==> src/rtl/pgio_pkg.sv <==
package pgio_pkg;

  localparam int ADDR_W = 3;

  typedef enum logic [ADDR_W-1:0] {
    SEL_DIR  = 3'd0,
    SEL_POL  = 3'd1,
    SEL_OUT  = 3'd2,
    SEL_IN   = 3'd3,
    SEL_STAT = 3'd4,
    SEL_NONE = 3'd7
  } regSel_e;

  typedef struct packed {
    logic    wrDir;
    logic    wrPol;
    logic    wrOut;
    logic    clrStat;
    logic    clearRegs;
    regSel_e rdSel;
  } pgioStrb_t;

endpackage

==> src/rtl/pgio_ctrl.sv <==
module pgio_ctrl
  import pgio_pkg::*;
(
  input  logic              platRst,
  input  logic              keepOnPlatRst,
  input  logic [ADDR_W-1:0] addr,
  input  logic              wrEn,
  output pgioStrb_t         strb
);

  regSel_e decSel;

  always_comb begin
    unique case (addr)
      3'd0:    decSel = SEL_DIR;
      3'd1:    decSel = SEL_POL;
      3'd2:    decSel = SEL_OUT;
      3'd3:    decSel = SEL_IN;
      3'd4:    decSel = SEL_STAT;
      default: decSel = SEL_NONE;
    endcase
  end

  always_comb begin
    strb.clearRegs = platRst & ~keepOnPlatRst;
    strb.rdSel     = decSel;
    strb.wrDir     = wrEn & (decSel == SEL_DIR);
    strb.wrPol     = wrEn & (decSel == SEL_POL);
    strb.wrOut     = wrEn & (decSel == SEL_OUT);
    strb.clrStat   = wrEn & (decSel == SEL_STAT);
  end

endmodule

==> src/rtl/pgio_datapath.sv <==
module pgio_datapath
  import pgio_pkg::*;
#(
  parameter int LINES       = 8,
  parameter int SYNC_STAGES = 2
) (
  input  logic             clk,
  input  logic             porRstN,
  input  pgioStrb_t        strb,
  input  logic [LINES-1:0] wrData,
  input  logic [LINES-1:0] padIn,
  output logic [LINES-1:0] rdData,
  output logic [LINES-1:0] padOe,
  output logic [LINES-1:0] padOut
);

  logic [LINES-1:0] dirReg, polReg, outReg, statReg;
  logic [LINES-1:0] syncChain [SYNC_STAGES];
  logic [LINES-1:0] syncNow, syncPrev, edgeHit;

  // programmable registers: power-on async, platform sync (priority)
  always_ff @(posedge clk or negedge porRstN) begin
    if (!porRstN) begin
      dirReg <= '0;
      polReg <= '0;
      outReg <= '0;
    end else if (strb.clearRegs) begin
      dirReg <= '0;
      polReg <= '0;
      outReg <= '0;
    end else begin
      if (strb.wrDir) dirReg <= wrData;
      if (strb.wrPol) polReg <= wrData;
      if (strb.wrOut) outReg <= wrData;
    end
  end

  // input synchronizer chain
  generate
    for (genvar s = 0; s < SYNC_STAGES; s++) begin : g_sync
      always_ff @(posedge clk or negedge porRstN) begin
        if (!porRstN) syncChain[s] <= '0;
        else if (s == 0) syncChain[s] <= padIn;
        else syncChain[s] <= syncChain[(s == 0) ? 0 : s-1];
      end
    end
  endgenerate

  assign syncNow = syncChain[SYNC_STAGES-1];

  always_ff @(posedge clk or negedge porRstN) begin
    if (!porRstN) syncPrev <= '0;
    else          syncPrev <= syncNow;
  end

  // edge selection per line from the raw synchronized level
  generate
    for (genvar i = 0; i < LINES; i++) begin : g_edge
      always_comb begin
        if (polReg[i]) edgeHit[i] = syncPrev[i] & ~syncNow[i];
        else           edgeHit[i] = ~syncPrev[i] & syncNow[i];
      end
    end
  endgenerate

  // sticky status, write-one-to-clear, set wins
  always_ff @(posedge clk or negedge porRstN) begin
    if (!porRstN)            statReg <= '0;
    else if (strb.clearRegs) statReg <= '0;
    else if (strb.clrStat)   statReg <= (statReg & ~wrData) | edgeHit;
    else                     statReg <= statReg | edgeHit;
  end

  always_comb begin
    unique case (strb.rdSel)
      SEL_DIR:  rdData = dirReg;
      SEL_POL:  rdData = polReg;
      SEL_OUT:  rdData = outReg;
      SEL_IN:   rdData = syncNow ^ polReg;
      SEL_STAT: rdData = statReg;
      default:  rdData = '0;
    endcase
  end

  assign padOe  = dirReg;
  assign padOut = outReg ^ polReg;

  // a set status bit only drops through a clear strobe or a register reset
  assert_sticky_status_R7: assert property (@(posedge clk) disable iff (!porRstN)
    (!strb.clrStat && !strb.clearRegs) |=> ((statReg & $past(statReg)) == $past(statReg)));

  // a newly set bit needs a change of its synchronized input in the prior cycle
  assert_flag_needs_change_R10: assert property (@(posedge clk) disable iff (!porRstN)
    1'b1 |=> ((statReg & ~$past(statReg) & ~$past(syncNow ^ syncPrev)) == '0));

endmodule

==> src/rtl/pgio_port.sv <==
module pgio_port
  import pgio_pkg::*;
#(
  parameter int LINES       = 8,
  parameter int SYNC_STAGES = 2
) (
  input  logic              clk,
  input  logic              porRstN,
  input  logic              platRst,
  input  logic              keepOnPlatRst,
  input  logic [ADDR_W-1:0] addr,
  input  logic              wrEn,
  input  logic [LINES-1:0]  wrData,
  output logic [LINES-1:0]  rdData,
  input  logic [LINES-1:0]  padIn,
  output logic [LINES-1:0]  padOe,
  output logic [LINES-1:0]  padOut
);

  pgioStrb_t strb;

  pgio_ctrl i_ctrl (
    .platRst       (platRst),
    .keepOnPlatRst (keepOnPlatRst),
    .addr          (addr),
    .wrEn          (wrEn),
    .strb          (strb)
  );

  pgio_datapath #(
    .LINES       (LINES),
    .SYNC_STAGES (SYNC_STAGES)
  ) i_dp (
    .clk     (clk),
    .porRstN (porRstN),
    .strb    (strb),
    .wrData  (wrData),
    .padIn   (padIn),
    .rdData  (rdData),
    .padOe   (padOe),
    .padOut  (padOut)
  );

  // a direction write reaches padOe on the sampling edge
  assert_dir_write_R2: assert property (@(posedge clk) disable iff (!porRstN)
    (wrEn && addr == 3'd0 && !(platRst && !keepOnPlatRst)) |=> (padOe == $past(wrData)));

  // platform reset with strap 0 clears the pad controls
  assert_plat_clear_R8: assert property (@(posedge clk) disable iff (!porRstN)
    (platRst && !keepOnPlatRst) |=> (padOe == '0 && padOut == '0));

  // platform reset with strap 1 and no write leaves the pad controls unchanged
  assert_plat_ignored_R9: assert property (@(posedge clk) disable iff (!porRstN)
    (platRst && keepOnPlatRst && !wrEn) |=> ($stable(padOe) && $stable(padOut)));

endmodule

==> config.mk <==
export PLATFORM = sky130hd
export DESIGN_NAME = pgio_port
export DESIGN_NICKNAME = d
export VERILOG_FILES = /design/src/rtl/pgio_pkg.sv /design/src/rtl/pgio_ctrl.sv /design/src/rtl/pgio_datapath.sv /design/src/rtl/pgio_port.sv
export SDC_FILE = /design/constraint.sdc
export NUM_CORES = 1
export LEC_CHECK = 0
export BUFFER_PORTS_ARGS = -buffer_cell sky130_fd_sc_hd__buf_2
export CAP_MARGIN = 10
export CELL_PAD_IN_SITES_DETAIL_PLACEMENT = 1
export CELL_PAD_IN_SITES_GLOBAL_PLACEMENT = 1
export CORE_MARGIN = 5
export CORE_UTILIZATION = 47
export DETAILED_ROUTE_END_ITERATION = 10
export PLACE_DENSITY_LB_ADDON = 0.1
export SYNTH_ARGS = -nofsm -noshare
export SYNTH_HDL_FRONTEND = slang
export SYNTH_HIERARCHICAL = 1
export SYNTH_SLANG_ARGS = --single-unit
==> constraint.sdc <==
create_clock -name clk -period 1.68 [get_ports clk]
set_clock_uncertainty 0.15 [all_clocks]
set_input_delay 0.168 -clock clk [delete_from_list [all_inputs] [get_ports clk]]
set_output_delay 0.168 -clock clk [all_outputs]
set_load 0.02 [all_outputs]
==> results of run 1 <==
-- worst register-to-register path, delay by kind of cell (launching register included) --
family / cells / cell delay (ns)
AO/OA/AOI/OAI: 2 / 0.20
buffers and inverters: 1 / 0.16
flip-flops: 1 / 0.43
AND/OR/NAND/NOR: 1 / 0.19
-- area by class of cell --
type / instances / share of cell area, %
flip-flops and latches: 56 / 42.5
multi-input cells: 154 / 34.5
repair buffers: 80 / 17.3
well taps: 72 / 2.71
clock buffers: 5 / 2.07
clock inverters: 1 / 0.905
-- cells in the mapped netlist, drive strengths merged --
cell type,count
mux2i,32
nor2b,1
o22ai,1
nor3b,8
a21o,2
buf,10
dfrtp,56
and4bb,3
a21oi,15
o21ai,7
nand2b,1
and3b,1
nand3b,16
xor2,16
nor2,25
a22oi,8
nand2,9
nor4b,1
o21a,8
clkbuf,11
-- logic make-up after synthesis --
| group | after synthesis |
|---|---|
| XOR/XNOR | 16 |
| multiplexers | 32 |
| AO/OA/AOI/OAI | 41 |
| buffers and inverters | 21 |
| flip-flops | 56 |
| AND/OR/NAND/NOR | 65 |
-- routing by layer --
metal / GRT usage, % / vias to the layer above / routed length (µm)
met4: 4.32 / 0 / 46
met5: 0 / - / 0
met1: 26.1 / 955 / 2960
met2: 28.6 / 36 / 3000
li1: - / 928 / -
met3: 3.20 / 4 / 250
-- registers in the layout, indices dropped and copies added (netlist names) --
register and count:
i_dp/polReg 8, i_dp/syncPrev 8, i_dp/syncNow 8, i_dp/padOe 8, i_dp/statReg 8, i_dp/outReg 8, i_dp/syncChain 8
-- final timing paths --
path / from / endpoint / depth (start not counted)
min in group asynchronous: porRstN / i_dp/syncChain[13] / 3
hold reg to reg: i_dp/syncChain[14] / i_dp/syncNow[6] / 0
setup reg to reg: i_dp/polReg[2] / i_dp/statReg[2] / 4
hold / removal: wrData[4] / i_dp/padOe[4] / 3
max in group asynchronous: porRstN / i_dp/polReg[2] / 3
setup / recovery: i_dp/polReg[7] / rdData[7] / 4
-- through the flow --
| step | total power, W | std cells |
|---|---|---|
| 6_report | 0.00284 | 368 |
| 5_1_grt | 0.00300 | 368 |
| 4_1_cts | 0.00284 | 360 |
| 3_5_place_dp | 0.00199 | 345 |
| 3_3_place_gp | 0.00198 | 345 |
| 2_1_floorplan | 0.00180 | 231 |
-- report_power, final --
group | switching (W) | leakage (nW) | internal, W
combinational | 0.000273 | 0.800 | 0.000236
clock | 0.000394 | 0.0501 | 0.000428
sequential | 0.0000751 | 0.693 | 0.00144
total | 0.000743 | 1.54 | 0.00210
-- what timing repair did --
item | 4_1_cts | 5_1_grt
hold endpoints to repair | 64 | 0
pin swaps | 1 | 4
cloned | 0 | 0
setup buffers | 0 | 8
setup endpoints to repair | 6 | 8
hold buffers | 9 | 0
gates resized for setup | 9 | 20
==> results.py, run 1 <==
metrics = {
    "status": {
        "outcome": "complete, no violations",
    },
    "routing": {
        "totalWireLength_um": 6270,
        "number_of_design_rule_violations_left_by_the_first_detailed_router_iteration": 75,
        "detailroute.via_count": 1923,
        "routed_wire_length_per_instance_um": 17.0,
        "drt_drc_violations_left": 0,
        "post_drt_via_cell_ratio": 5.23,
        "drtAntennaViolNets": 0,
        "firstDrtPassIters": 4,
    },
    "floorplanning": {
        "dieWidth_um": 84.9,
        "initial_core_util_pct": 48.2,
        "dieHeight_um": 84.9,
        "io-pin-count": 48,
        "core_region_area_um2": 5470,
        "fp-row-count": 27,
        "dieArea_um2": 7210,
    },
    "critical_path": {
        "crit_path_max_fanout": 6,
        "crit_path_start_kind": "register",
        "timing.critical_path.required_ns": 1.36,
        "setup.reg_to_reg.worst_slack_ns": 0.48,
        "crit_path_max_incr_delay_ns": 0.46,
        "cell_by_cell_trace_of_the_critical_path": "xor2_1, a22oi_1, o21ai_1, buf_4",
        "critPathArrivalTime_ns": 1.33,
        "number_of_buffer_and_inverter_stages_on_the_critical_path": 1,
        "element_type_at_the_critical_path_end": "primary output",
        "cp_slowest_cell": "sky130_fd_sc_hd__dfrtp_2",
        "path_class": "register to primary output",
        "cp_top_family": "flip-flops",
    },
    "yosys": {
        "synthesis.area_um2": 2640,
        "synth_area_per_cell_um2": 11.4,
        "synth_top_cell_area_share_pct": 53.2,
        "post_synth_and_or_nand_nor_area_fraction_pct": 14.9,
        "muxShareOfSynthArea_pct": 12.1,
        "syn-instance-count": 231,
        "synth_area_in_xor_xnor_pct": 5.32,
        "synth_fa_ha_area_share_pct": 0,
        "synth-compound-area-share_pct": 9.63,
        "synth_sequential_area_ratio_pct": 53.2,
        "cell_types_with_the_largest_area_share_after_synthesis": "sky130_fd_sc_hd__dfrtp_1, sky130_fd_sc_hd__mux2i_1, sky130_fd_sc_hd__xor2_1",
        "synth_area_leader_cell": "sky130_fd_sc_hd__dfrtp_1",
        "yosys_register_bits": 56,
        "synth_top_family_by_area": "simple AND/OR/NAND/NOR gates",
        "syn_nets": 255,
        "synth_cell_types": 24,
        "yosys_warnings": 6,
    },
    "place": {
        "io_buffer_count": 47,
        "gp_congestion": 0.761,
        "hpwl_um": 4180,
        "post-place-ws_ns": -0.00969,
        "postPlaceCellArea_um2": 2980,
    },
    "sta": {
        "worst-slew-pin-transition_ns": 0.371,
        "setup_repair_after_global_routing_missed_its_margin": "true",
        "max_freq_ghz": 0.607,
        "setup_tns_ns": 0,
        "final.min_clock_period_ns": 1.65,
        "report.final.setup_viol": 0,
        "timing.final.hold_violations": 0,
        "slew_violations": 0,
        "slew_limit_headroom_pct": 75.3,
        "worst_slack_ns": 0.0339,
        "fin_worst_hold_slack_ns": 0.0199,
        "layout_worst_path_cycle_share_pct": 98.0,
    },
    "clock_network": {
        "clk_root_buffer_cell": "sky130_fd_sc_hd__clkbuf_8",
        "tritoncts": "built",
        "clk_transition_reported_paths_ns": 0.09,
        "clk-insertion-delay-late_ns": 0.29,
        "cts_inserted_buffers": 5,
        "htree_num_levels": 2,
        "clock_sinks": 56,
        "clk_path_buf_depth": 2,
    },
    "layout": {
        "final_nets": 321,
        "multi_input_area_um2": 1140,
        "fin_area_um2": 3320,
        "mostFrequentLayoutCells": "sky130_fd_sc_hd__dfrtp_1, sky130_fd_sc_hd__buf_2, sky130_fd_sc_hd__mux2i_1",
        "drive_above_1_share_pct": 32.8,
        "area_growth_syn_to_layout_pct": 25.9,
        "final_core_util_pct": 60.6,
        "layout.cells.most_common": "sky130_fd_sc_hd__dfrtp_1",
        "layout.area.seq_um2": 1410,
        "num-fill-cells": 606,
        "n_antenna_cell": 0,
    },
    "grt": {
        "grt_first_pass_wirelength_um": 10400,
        "overflow_left_after_global_routing": 0,
        "antenna_violations_before_repair": 0,
        "globalRouteTotalUtil_pct": 18.1,
        "maximum_number_of_pins_on_one_net_before_global_route_repair": 57,
        "grt_pass1_vias": 2027,
    },
    "job": {
        "maxCapViolations": 0,
    },
    "min_path": {
        "worst_hold_path_type": "input pin to register",
    },
    "power": {
        "power_per_cell_area_nw_per_um2": 857,
        "ir_worst_vdd_mv": 0.405,
        "power_leakage_nw": 1.54,
    },
}
(Power assumes the default switching activity.)
==> run 2, diff against run 1 <==
- CORE_UTILIZATION: 47 -> 49
- CTS_BUF_LIST: unset -> sky130_fd_sc_hd__clkbuf_8
==> run 2 against run 1 <==
Against the previous run: register-to-register slack worse by 0.15 ns; global-route usage up 0.69 points; sequential share of layout area about the same; critical path type unchanged; die area is 3.6% lower.
==> results.py, run 2 (synthesis gave the netlist of run 1 again) <==
metrics = {
    "power": {
        "cell_internal_power_dissipation_w": 0.00204,
        "clock_power_share_pct": 27.8,
        "ir_worst_vdd_mv": 0.428,
        "totalPowerFinal_w": 0.00281,
        "p_switching_w": 0.000766,
        "power_leakage_nw": 1.56,
        "power.sequential.fraction_pct": 53.7,
        "power_per_cell_area_nw_per_um2": 846,
        "combPwrFrac_pct": 18.5,
        "sw_frac_of_total_pct": 27.2,
    },
    "clock_network": {
        "clock_sinks": 56,
        "clk_root_buffer_cell": "sky130_fd_sc_hd__clkbuf_8",
        "tritoncts": "built",
        "htree_num_levels": 2,
        "cts_inserted_buffers": 5,
        "clk_transition_reported_paths_ns": 0.10,
        "clk-insertion-delay-late_ns": 0.30,
        "clk_path_buf_depth": 2,
    },
    "grt": {
        "globalRouteTotalUtil_pct": 18.8,
        "grt_pass1_vias": 2100,
        "met3_usage_pct": 4.46,
        "met2_use_gr_pct": 31.9,
        "grt_first_pass_wirelength_um": 10600,
        "antenna_violations_before_repair": 0,
        "layer_carrying_the_most_global_route_usage": "met2",
        "grt_use_met1_pct": 23.8,
        "maximum_number_of_pins_on_one_net_before_global_route_repair": 57,
        "overflow_left_after_global_routing": 0,
    },
    "floorplanning": {
        "io-pin-count": 48,
        "dieWidth_um": 83.4,
        "core_region_area_um2": 5170,
        "fp-row-count": 26,
        "initial_core_util_pct": 51.0,
        "dieHeight_um": 83.4,
        "dieArea_um2": 6950,
    },
    "place": {
        "gp_congestion": 0.747,
        "place_inst": 339,
        "hpwl_um": 4110,
        "io_buffer_count": 47,
    },
    "sta": {
        "report.final.setup_viol": 0,
        "worst-slew-pin-transition_ns": 0.362,
        "timing.final.hold_violations": 0,
        "final.min_clock_period_ns": 1.64,
        "setup_tns_ns": 0,
        "layout_worst_path_cycle_share_pct": 97.8,
        "slew_limit_headroom_pct": 75.9,
        "max_freq_ghz": 0.608,
        "setup_repair_after_global_routing_missed_its_margin": "true",
        "slew_violations": 0,
    },
    "routing": {
        "firstDrtPassIters": 4,
        "totalWireLength_um": 6630,
        "detailroute.via_count": 2004,
        "drt_drc_violations_left": 0,
        "drtAntennaViolNets": 0,
        "post_drt_via_cell_ratio": 5.40,
        "number_of_design_rule_violations_left_by_the_first_detailed_router_iteration": 75,
        "routed_wire_length_per_instance_um": 17.9,
    },
    "min_path": {
        "min-delay-start": "wrData[2]",
        "hold-path-cell-count": 3,
        "worst_hold_path_type": "input pin to register",
    },
    "layout": {
        "area_growth_syn_to_layout_pct": 26.0,
        "final_nets": 325,
        "n_antenna_cell": 0,
        "drive_above_1_share_pct": 33.6,
        "mostFrequentLayoutCells": "sky130_fd_sc_hd__dfrtp_1, sky130_fd_sc_hd__buf_2, sky130_fd_sc_hd__mux2i_1",
        "final_cells": 371,
        "layout.cells.most_common": "sky130_fd_sc_hd__dfrtp_1",
    },
    "critical_path": {
        "timing.critical_path.from": "i_dp/polReg[5]",
        "critical_path_cell_count": 4,
        "path_class": "register to primary output",
        "cell_by_cell_trace_of_the_critical_path": "xor2_1, a22oi_1, o21ai_2, buf_6",
        "crit_path_max_fanout": 6,
        "crit_path_start_kind": "register",
        "setup.reg_to_reg.worst_slack_ns": 0.33,
        "worst_r2r_endpoint": "i_dp/statReg[4]",
        "ff_to_ff_start": "i_dp/polReg[4]",
        "reg2regPathDepth": 4,
        "cp_top_family": "flip-flops",
        "timing.critical_path.required_ns": 1.36,
        "worst_setup_path_endpoint": "rdData[5]",
        "element_type_at_the_critical_path_end": "primary output",
        "cp_slowest_cell": "sky130_fd_sc_hd__dfrtp_2",
        "number_of_buffer_and_inverter_stages_on_the_critical_path": 1,
        "crit_path_max_incr_delay_ns": 0.46,
        "critPathArrivalTime_ns": 1.33,
    },
    "status": {
        "outcome": "complete, no violations",
    },
    "job": {
        "maxCapViolations": 0,
    },
}
-- run 2: cell types whose count changed in the layout (fill, tap and decap cells not counted), sizes merged --
cell | before | now
buf | 71 | 75
clkbuf | 5 | 7
bufinv | 1 | 0
-- run 2: repair_timing --
item,in CTS,in global routing
setup buffers,1,15
cloned,0,0
endpoints found under the setup margin,6,8
hold buffers,9,0
pin swaps,0,8
gates resized for setup,7,17
hold endpoints to repair,64,0
-- run 2: worst min-delay path by stage --
stage | end | slack (ns)
after global placement | i_dp/syncNow[4] | 0.04
after floorplan | i_dp/outReg[0] | -0.28
final | i_dp/outReg[2] | 0.02
after CTS | i_dp/polReg[2] | 0.006
after global routing | i_dp/outReg[2] | 0.01
after detailed placement | i_dp/syncPrev[4] | 0.04
-- run 2: per-layer routing --
layer  vias to the layer above  wire [µm]  share of wire (%)
li1                        935          -                  -
met1                      1007       2830                 43
met2                        47       3400                 51
met3                        15        250                3.8
met4                         0        153                2.3
met5                         -          0                  0
-- run 2: cell type report --
cell class / count / area, µm²
Clock buffer: 7 / 96.3
Fill cell: 548 / 1850
Multi-Input combinational cell: 154 / 1130
Sequential cell: 56 / 1410
Tap cell: 70 / 87.6
Timing Repair Buffer: 84 / 597
-- run 2: power groups by stage --
| stage | clock, W | sequential, W | combinational, W |
|---|---|---|---|
| final | 0.000780 | 0.00151 | 0.000520 |
| after global routing | 0.000870 | 0.00152 | 0.000568 |
| after CTS | 0.000813 | 0.00151 | 0.000465 |
| after detailed placement | 0 | 0.00154 | 0.000441 |
| after global placement | 0 | 0.00153 | 0.000432 |
| after floorplan | 0 | 0.00152 | 0.000283 |
-- run 2: metrics by stage --
stage	cell area, µm²	hold WS, ns	util [%]	setup slack (ns)
after floorplan	2640	-0.278	-	0.168
after global placement	2950	0.0407	57.0	0.0198
after detailed placement	2950	0.0440	57.0	-0.00740
after CTS	3150	0.00644	60.9	0.00526
after global routing	3320	0.0123	64.2	-0.0834
final	3320	0.0165	64.2	0.0361
-- run 2: tightest hold or removal path: stages --
cell	delay [ns]
sky130_fd_sc_hd__buf_2	0.11
sky130_fd_sc_hd__mux2i_1	0.07
sky130_fd_sc_hd__nor2_1	0.08
==> run 3, diff against run 2 <==
- CORE_MARGIN: 5 -> unset
==> run 3 against run 2 <==
Against the previous run: the flow now finishes with violations (setup timing); via count up 0.65%; hold slack got worse by 0.0046 ns; non-clock buffer count increased by 3; sequential power is essentially flat; register-to-register slack improved by 0.05 ns; global-route usage is 5.9 points higher; cell count rose by 0.81%; clock-buffer cell count stayed put; core utilization rose by 0.92 points; largest power group unchanged; highest routed layer unchanged.
==> results.py, run 3 (synthesis gave the netlist of run 1 again) <==
metrics = {
    "clock_network": {
        "cts_inserted_buffers": 5,
        "clk_path_buf_depth": 2,
        "tritoncts": "built",
        "clk_root_buffer_cell": "sky130_fd_sc_hd__clkbuf_8",
        "clk_transition_reported_paths_ns": 0.09,
        "htree_num_levels": 2,
        "clock_sinks": 56,
        "clk-insertion-delay-late_ns": 0.31,
    },
    "floorplanning": {
        "initial_core_util_pct": 51.3,
        "dieArea_um2": 5680,
        "dieHeight_um": 75.4,
        "dieWidth_um": 75.4,
        "fp-row-count": 26,
        "core_region_area_um2": 5140,
        "io-pin-count": 48,
    },
    "critical_path": {
        "crit_path_start_kind": "register",
        "path_class": "register to primary output",
        "crit_path_max_fanout": 6,
        "setup.reg_to_reg.worst_slack_ns": 0.38,
        "element_type_at_the_critical_path_end": "primary output",
        "critPathArrivalTime_ns": 1.38,
        "timing.critical_path.required_ns": 1.36,
    },
    "sta": {
        "worst-slew-pin-transition_ns": 0.350,
        "worst_slack_ns": -0.0149,
        "report.final.setup_viol": 1,
        "timing.final.hold_violations": 0,
        "setup_repair_after_global_routing_missed_its_margin": "true",
        "fin_worst_hold_slack_ns": 0.0118,
        "slew_limit_headroom_pct": 76.7,
        "max_freq_ghz": 0.590,
        "final.min_clock_period_ns": 1.69,
        "layout_worst_path_cycle_share_pct": 101,
        "slew_violations": 0,
    },
    "routing": {
        "totalWireLength_um": 6630,
        "post_drt_via_cell_ratio": 5.39,
        "number_of_design_rule_violations_left_by_the_first_detailed_router_iteration": 51,
        "drt_drc_violations_left": 0,
        "firstDrtPassIters": 4,
        "detailroute.via_count": 2017,
        "routed_wire_length_per_instance_um": 17.7,
        "drtAntennaViolNets": 0,
    },
    "place": {
        "hpwl_um": 4210,
        "gp_congestion": 0.777,
        "place_inst": 340,
        "io_buffer_count": 47,
    },
    "layout": {
        "mostFrequentLayoutCells": "sky130_fd_sc_hd__dfrtp_1, sky130_fd_sc_hd__buf_2, sky130_fd_sc_hd__buf_4, sky130_fd_sc_hd__mux2i_1, sky130_fd_sc_hd__nor2_1",
        "final_nets": 328,
        "layout.cells.most_common": "sky130_fd_sc_hd__dfrtp_1",
        "num-fill-cells": 561,
        "drive_above_1_share_pct": 34.5,
        "layout.area.seq_um2": 1410,
        "n_antenna_cell": 0,
        "area_growth_syn_to_layout_pct": 27.0,
        "multi_input_area_um2": 1150,
        "final_cells": 374,
    },
    "grt": {
        "antenna_violations_before_repair": 0,
        "grt_pass1_vias": 2017,
        "globalRouteTotalUtil_pct": 24.7,
        "maximum_number_of_pins_on_one_net_before_global_route_repair": 57,
        "grt_first_pass_wirelength_um": 10100,
        "overflow_left_after_global_routing": 0,
    },
    "job": {
        "maxCapViolations": 0,
    },
    "status": {
        "violations_in_the_final_reports": "setup timing",
        "outcome": "finished with violations",
    },
    "power": {
        "power_leakage_nw": 1.57,
        "ir_worst_vdd_mv": 0.488,
        "power_per_cell_area_nw_per_um2": 845,
    },
    "min_path": {
        "worst_hold_path_type": "input pin to register",
    },
}
-- run 3: critical path, cell delays in order, from the launching register on --
cell	delay [ns]
sky130_fd_sc_hd__dfrtp_2	0.43
sky130_fd_sc_hd__buf_4	0.12
sky130_fd_sc_hd__nand3b_1	0.07
sky130_fd_sc_hd__o21a_1	0.11
sky130_fd_sc_hd__o21ai_1	0.16
sky130_fd_sc_hd__buf_4	0.17
-- run 3: path summary, 6_finish.rpt --
check,to,cells past startpoint,startpoint
setup / recovery,rdData[0],5,i_dp/polReg[0]
hold / removal,i_dp/outReg[2],3,wrData[2]
setup reg to reg,i_dp/statReg[1],4,i_dp/polReg[1]
hold reg to reg,i_dp/syncNow[2],0,i_dp/syncChain[10]
max in group asynchronous,i_dp/polReg[2],3,porRstN
min in group asynchronous,i_dp/statReg[7],3,porRstN
-- run 3: final cells by class --
class                      instances  share of cell area (%)
timing repair buffer              87                    18.1
sequential                        56                    42.1
clock buffer                       7                    2.88
multi-input combinational        154                    34.3
tap                               70                    2.62
-- run 3: routing by layer --
| metal | vias up | wire (µm) | part of all wire [%] | track usage (%) |
|---|---|---|---|---|
| met5 | - | 0 | 0 | 0 |
| met4 | 0 | 146 | 2.2 | 9.47 |
| met3 | 18 | 237 | 3.6 | 5.82 |
| met2 | 51 | 3250 | 49 | 39.8 |
| met1 | 1009 | 3000 | 45 | 32.8 |
| li1 | 939 | - | - | - |
-- run 3: repair_timing --
item	in CTS	in global routing
setup buffers	7	9
setup endpoints to repair	6	8
hold endpoints to repair	67	0
pin swaps	0	10
hold buffers	11	0
gates resized for setup	8	17
-- run 3: through the flow --
| stage | total power [W] | setup slack (ns) | cell area (µm²) | util [%] | setup TNS, ns |
|---|---|---|---|---|---|
| 3_3_place_gp | 0.00196 | 0.0266 | 2940 | 57.3 | 0 |
| 2_1_floorplan | 0.00180 | 0.168 | 2640 | - | 0 |
| 5_1_grt | 0.00295 | -0.0712 | 3350 | 65.1 | -0.123 |
| 6_report | 0.00283 | -0.0149 | 3350 | 65.1 | -0.0149 |
| 3_5_place_dp | 0.00198 | -0.00986 | 2940 | 57.3 | -0.00986 |
| 4_1_cts | 0.00281 | 0.00358 | 3220 | 62.6 | 0 |
-- run 3: power breakdown --
part	total, W	internal (W)	switching, W
logic	0.000528	0.000242	0.000287
registers	0.00151	0.00144	0.0000720
clock network	0.000791	0.000368	0.000423
